===== src/rtl/hzd_pkg.sv =====
// Shared types for the operand hazard unit.
// Assumes: select encoding is decoded by the execute-stage operand muxes.
package hzd_pkg;
    typedef enum logic [1:0] {
        SEL_RF   = 2'd0,   // register file value
        SEL_NEAR = 2'd1,   // producer one position ahead
        SEL_FAR  = 2'd2    // producer two positions ahead
    } fwd_sel_e;
endpackage


===== src/rtl/hzd_track.sv =====
// Shadows destination info of the instructions in execute and memory.
// Assumes: advance is low whenever the front end is stalled; a bubble
// (write enable and load flag clear) then enters execute.
module hzd_track #(
    parameter int AW = 5
) (
    input  logic          clk,
    input  logic          rst_n,
    input  logic          advance,
    input  logic          dec_valid,
    input  logic [AW-1:0] dec_rd,
    input  logic          dec_we,
    input  logic          dec_ld,
    output logic [AW-1:0] ex_rd,
    output logic          ex_we,
    output logic          ex_ld,
    output logic [AW-1:0] mem_rd,
    output logic          mem_we
);
    // Move execute into memory every cycle; load decode or a bubble into execute.
    always_ff @(posedge clk) begin
        if (!rst_n) begin
            ex_rd  <= '0;
            ex_we  <= 1'b0;
            ex_ld  <= 1'b0;
            mem_rd <= '0;
            mem_we <= 1'b0;
        end else begin
            mem_rd <= ex_rd;
            mem_we <= ex_we;
            if (advance) begin
                ex_rd <= dec_rd;
                ex_we <= dec_valid && dec_we;
                ex_ld <= dec_valid && dec_ld;
            end else begin
                ex_rd <= '0;
                ex_we <= 1'b0;
                ex_ld <= 1'b0;
            end
        end
    end

    // the memory stage always holds what execute held one cycle earlier
    a_r8_mem_follows_ex: assert property (@(posedge clk) disable iff (!rst_n)
        1'b1 |=> (mem_we == $past(ex_we)));
endmodule


===== src/rtl/hzd_cmp.sv =====
// Compares each decode source against the execute and memory destinations.
// Assumes: a load in execute cannot forward; its match is reported as ld_use.
module hzd_cmp #(
    parameter int AW   = 5,
    parameter int NSRC = 2
) (
    input  logic                      dec_valid,
    input  logic [NSRC-1:0][AW-1:0]   src,
    input  logic [NSRC-1:0]           src_used,
    input  logic [AW-1:0]             ex_rd,
    input  logic                      ex_we,
    input  logic                      ex_ld,
    input  logic [AW-1:0]             mem_rd,
    input  logic                      mem_we,
    output hzd_pkg::fwd_sel_e [NSRC-1:0] sel,
    output logic                      ld_use
);
    import hzd_pkg::*;

    logic [NSRC-1:0] hit_ex;
    logic [NSRC-1:0] hit_mem;

    for (genvar g = 0; g < NSRC; g++) begin : g_src
        // Match one source; the younger execute producer wins over memory.
        always_comb begin
            hit_ex[g]  = dec_valid && src_used[g] && ex_we  && (src[g] == ex_rd);
            hit_mem[g] = dec_valid && src_used[g] && mem_we && (src[g] == mem_rd);
            if (hit_ex[g])       sel[g] = SEL_NEAR;
            else if (hit_mem[g]) sel[g] = SEL_FAR;
            else                 sel[g] = SEL_RF;
        end
    end

    // Load-use hazard: a source needs the value a load in execute is fetching.
    assign ld_use = ex_ld && (|hit_ex);
endmodule


===== src/rtl/hzd_stall.sv =====
// Merges the data interlock with the structural interlocks into one stall.
// Assumes: all request inputs are already synchronous to clk.
module hzd_stall (
    input  logic clk,
    input  logic rst_n,
    input  logic ld_use,
    input  logic dec_valid,
    input  logic dec_ld,
    input  logic dec_mul,
    input  logic lsu_multi_busy,
    input  logic ld_miss,
    input  logic hum_full,
    input  logic mul_s1_busy,
    output logic stall
);
    logic ldm_block, hum_block, mul_block;

    // Evaluate each structural cause and combine with the data cause.
    always_comb begin
        ldm_block = dec_valid && dec_ld && lsu_multi_busy;
        hum_block = ld_miss && hum_full;
        mul_block = dec_valid && dec_mul && mul_s1_busy;
        stall     = ld_use || ldm_block || hum_block || mul_block;
    end

    // a multiply never enters while the multiplier first stage is busy
    a_r7_mul_hold: assert property (@(posedge clk) disable iff (!rst_n)
        (dec_valid && dec_mul && mul_s1_busy) |-> stall);
    // a miss with the hit-under-miss slot full always stalls
    a_r6_hum_hold: assert property (@(posedge clk) disable iff (!rst_n)
        (ld_miss && hum_full) |-> stall);
endmodule


===== src/rtl/opnd_hazard_unit.sv =====
// Operand hazard and interlock unit for an in-order six-stage pipeline.
// Produces registered bypass selects for the instruction in execute and a
// combinational stall that freezes fetch, issue and decode.
// Assumes: decode holds its instruction while stall is high.
module opnd_hazard_unit #(
    parameter int AW = 5
) (
    input  logic          clk,
    input  logic          rst_n,
    input  logic          dec_valid,
    input  logic [AW-1:0] dec_rs1,
    input  logic          dec_rs1_used,
    input  logic [AW-1:0] dec_rs2,
    input  logic          dec_rs2_used,
    input  logic [AW-1:0] dec_rd,
    input  logic          dec_rd_we,
    input  logic          dec_is_load,
    input  logic          dec_is_mul,
    input  logic          lsu_multi_busy,
    input  logic          ld_miss,
    input  logic          hum_full,
    input  logic          mul_s1_busy,
    output logic          stall,
    output logic [1:0]    fwd_a_sel,
    output logic [1:0]    fwd_b_sel,
    output logic          ex_wr_en
);
    import hzd_pkg::*;

    localparam int NSRC = 2;

    logic [AW-1:0] ex_rd, mem_rd;
    logic          ex_we, ex_ld, mem_we, ld_use;
    logic [NSRC-1:0][AW-1:0] src;
    logic [NSRC-1:0]         used;
    fwd_sel_e [NSRC-1:0]     sel;

    assign src  = {dec_rs2, dec_rs1};
    assign used = {dec_rs2_used, dec_rs1_used};

    hzd_track #(.AW(AW)) u_track (
        .clk(clk), .rst_n(rst_n), .advance(!stall),
        .dec_valid(dec_valid), .dec_rd(dec_rd), .dec_we(dec_rd_we),
        .dec_ld(dec_is_load),
        .ex_rd(ex_rd), .ex_we(ex_we), .ex_ld(ex_ld),
        .mem_rd(mem_rd), .mem_we(mem_we)
    );

    hzd_cmp #(.AW(AW), .NSRC(NSRC)) u_cmp (
        .dec_valid(dec_valid), .src(src), .src_used(used),
        .ex_rd(ex_rd), .ex_we(ex_we), .ex_ld(ex_ld),
        .mem_rd(mem_rd), .mem_we(mem_we),
        .sel(sel), .ld_use(ld_use)
    );

    hzd_stall u_stall (
        .clk(clk), .rst_n(rst_n), .ld_use(ld_use),
        .dec_valid(dec_valid), .dec_ld(dec_is_load), .dec_mul(dec_is_mul),
        .lsu_multi_busy(lsu_multi_busy), .ld_miss(ld_miss),
        .hum_full(hum_full), .mul_s1_busy(mul_s1_busy),
        .stall(stall)
    );

    // Latch selects for execute; a stall hands the bubble plain selects.
    always_ff @(posedge clk) begin
        if (!rst_n || stall) begin
            fwd_a_sel <= SEL_RF;
            fwd_b_sel <= SEL_RF;
        end else begin
            fwd_a_sel <= sel[0];
            fwd_b_sel <= sel[1];
        end
    end

    assign ex_wr_en = ex_we;

    // a stall leaves a bubble with no write in execute
    a_r8_bubble_wen: assert property (@(posedge clk) disable iff (!rst_n)
        stall |=> !ex_wr_en);
    // the bubble carries register file selects
    a_r8_bubble_sel: assert property (@(posedge clk) disable iff (!rst_n)
        stall |=> (fwd_a_sel == 2'd0 && fwd_b_sel == 2'd0));
    // only the three defined select codes ever appear
    a_r2_sel_legal: assert property (@(posedge clk) disable iff (!rst_n)
        (fwd_a_sel != 2'd3) && (fwd_b_sel != 2'd3));
endmodule


===== config.mk =====
export PLATFORM = sky130hd
export DESIGN_NAME = opnd_hazard_unit
export DESIGN_NICKNAME = d
export VERILOG_FILES = /design/src/rtl/hzd_pkg.sv /design/src/rtl/hzd_track.sv /design/src/rtl/hzd_cmp.sv /design/src/rtl/hzd_stall.sv /design/src/rtl/opnd_hazard_unit.sv
export SDC_FILE = /design/constraint.sdc
export NUM_CORES = 1
export LEC_CHECK = 0
export BUFFER_PORTS_ARGS = -buffer_cell sky130_fd_sc_hd__buf_4
export CAP_MARGIN = 20
export CORE_UTILIZATION = 48
export DETAILED_ROUTE_END_ITERATION = 12
export HOLD_SLACK_MARGIN = 0.02
export PLACE_DENSITY = 0.83
export RECOVER_POWER = 50
export SETUP_SLACK_MARGIN = 0.15
export SKIP_CTS_REPAIR_TIMING = 1
export SYNTH_ARGS = -nofsm -noshare
export SYNTH_HDL_FRONTEND = slang
export SYNTH_HIERARCHICAL = 1
export SYNTH_SLANG_ARGS = --single-unit

===== constraint.sdc =====
create_clock -name clk -period 3.7 [get_ports clk]
set_input_delay 0.185 -clock clk [delete_from_list [all_inputs] [get_ports clk]]
set_output_delay 0.185 -clock clk [all_outputs]
set_load 0.02 [all_outputs]

==> out/metrics.yaml <==
run_status:
  status: "finished clean"
floorplan:
  die_y_um: 42.0
  die-area_mm2: 0.00176
  initial_core_util_pct: 50.9
  rows: 14
  ios: 33
  core_area_mm2: 0.00151
  die_w_um: 42.0
min_path:
  hold_path.class: "input pin to flop"
sta:
  rsz0062_at_grt: "false"
  finalSetupTns_ps: 0
  finalSetupViolCount: 0
  slew_headroom_pct: 82.9
  finalHoldViolCount: 0
  finClkSkew_ps: 3.43
  fin_crit_ps: 1920
  tightestPinTransition_ps: 258
  layout_setup_ws_ps: 1780
  fmax_mhz: 520
  layout_worst_path_cycle_share_pct: 52.0
  slew_viol_final: 0
setup_path:
  start_kind: "flop"
  crit_slowest_cell: "dfxtp_1"
  crit_type: "flop to primary output"
  crit_chain: "xnor2_1, nand4_1, nor3_2, o21a_1, a221o_1, buf_4"
  worstPathRequired_ps: 3510
  cp.arrival_ps: 1740
  endpoint_kind: "primary output"
  critPathMaxFanout: 6
  slowest_delay_ps: 400
  reg2reg_slack_ps: 1950
power:
  finalPower_mw: 0.353
  p_per_area_mw_per_mm2: 345
  peakVddDrop_mv: 0.200
  power.leakage_nw: 0.436
global_routing:
  grt_usage_pct: 20.1
  grt_overflow_total: 0
  grt_pass1_wl_um: 2570
  antenna_found_initial: 0
  grt_pass1_vias: 591
  grt_max_degree: 18
clocking:
  cts_tree: "built"
  clock_latency_ps: 290
  htreeDepth: 1
  root_buffer: "clkbuf_4"
  cts_buffers: 3
  cts.sinks: 17
  clk_path_buf_depth: 2
  cts.clk_slew.worst_paths_ps: 90
layout:
  syn_to_final_growth_pct: 33.6
  post-route-util_pct: 68.0
  regArea_um2: 340
  drive_gt1_share_pct: 39.6
  final_nets: 134
  diodes: 0
  fill_cells: 125
  multi_input_area_um2: 412
  fin_area_mm2: 0.00102
placed_design:
  place_congestion: 0.778
  port_buffers: 32
  dp_hpwl_um: 1290
  placement.cell_area_mm2: 0.00102
  pre_cts_slack_ps: 2000
synthesis:
  synth_top_area_share_pct: 44.4
  syn_area_um2: 767
  syn_inst: 71
  synth-seq-cells: 17
  yosysTopAreaCell: "dfxtp_1"
  yosysUniqueCellTypes: 17
  avgSynthCellArea_um2: 10.8
  synth_seq_area_share_pct: 44.4
  syn_nets: 98
  netlist_top_cells_area: "dfxtp_1, xnor2_1, and2_2"
  synth_warnings: 6
drt:
  route.detailed.drc: 0
  via_per_inst: 5.41
  routedWlPerCell_um: 13.0
  drtIter0Drc: 21
  drtPass1Iterations: 4
  vias: 660
  drt-total-wl_um: 1590
  antenna_left: 0
flow_run:
  maxCapViolCount: 0
[final timing paths]
check	cells after the start	start	endpoint
setup / recovery	6	u_track/ex_rd[2]	stall
hold / removal	2	dec_rd[3]	u_track/ex_rd[3]
setup reg to reg	7	u_track/ex_rd[2]	u_track/ex_we
hold reg to reg	1	u_track/ex_rd[0]	u_track/mem_rd[0]
[cells by family (layout without fill, tap and decap cells)]
kind of cell	after synthesis	after routing	share of synthesized area [%]
buffers and inverters	2	37	1.96
AND/OR/NAND/NOR	29	29	27.4
flip-flops	17	17	44.4
AO/OA/AOI/OAI	3	3	3.43
XOR/XNOR	20	20	22.8
[per-layer routing]
layer	share of wire, %	wire length (µm)	vias up	track usage, %
li1	-	-	320	-
met1	41	657	304	21.0
met2	50	800	32	34.7
met3	6.4	102	4	6.90
met4	1.9	31	0	11.6
met5	0	0	-	0
[where the power goes]
part	internal [mW]	switching (mW)
Combinational	0.0377	0.0245
Clock	0.0402	0.0566
Sequential	0.189	0.00538
[cell usage after synthesis]
| master | count |
|---|---|
| dfxtp_1 | 17 |
| nor3_1 | 2 |
| and3_2 | 1 |
| o21a_1 | 1 |
| and4_2 | 2 |
| nor3_2 | 2 |
| nand3_1 | 2 |
| and2_2 | 6 |
| nand4_1 | 6 |
| inv_1 | 1 |
| and3b_1 | 4 |
| a22o_1 | 1 |
| xor2_1 | 2 |
| a221o_1 | 1 |
| and3_1 | 4 |
| xnor2_1 | 18 |
| buf_6 | 1 |
[placed cells by master (no fill, tap or decap)]
master    netlist  layout
and3_2          1       1
clkinv_2        0       1
xnor2_1        18      18
xor2_1          2       2
and2_2          6       6
and4_2          2       2
clkbuf_4        0       3
and3_1          4       4
o21a_1          1       1
inv_1           1       1
nor3_1          2       2
nor3_2          2       2
buf_4           0      27
dfxtp_1        17      17
clkbuf_1        0       5
a221o_1         1       1
a22o_1          1       1
and3b_1         4       4
nand4_1         6       6
nand3_1         2       2
[registers in the layout, indices dropped and copies added (netlist names)]
name	count
u_track/mem_rd	5
u_track/ex_rd	5
fwd_b_sel	2
u_track/ex_we	1
fwd_a_sel	2
u_track/ex_ld	1
u_track/mem_we	1
[worst max-delay path, delay by kind of cell, from the launching register on]
family                    cells  cell delay [ps]
buffers and inverters         1              170
DFF                           1              400
and+or+nand+nor               2              390
AOI/OAI and AO/OA             2              350
xor gates and xnor gates      1              140
[area by class of cell]
class | count | area share [%]
timing repair buffer | 32 | 21.6
inverter | 1 | 0.366
sequential | 17 | 33.2
clock inverter | 1 | 0.488
multi-input combinational | 52 | 40.2
clock buffer | 3 | 2.20
tap | 16 | 1.95
[stage by stage]
stage | cells | hold slack [ps]
floorplan | 71 | 344
global placement | 118 | 431
detailed placement | 118 | 428
CTS | 122 | 113
global route | 122 | 95.9
finish | 122 | 127
Power figures use the tool's default switching activity.
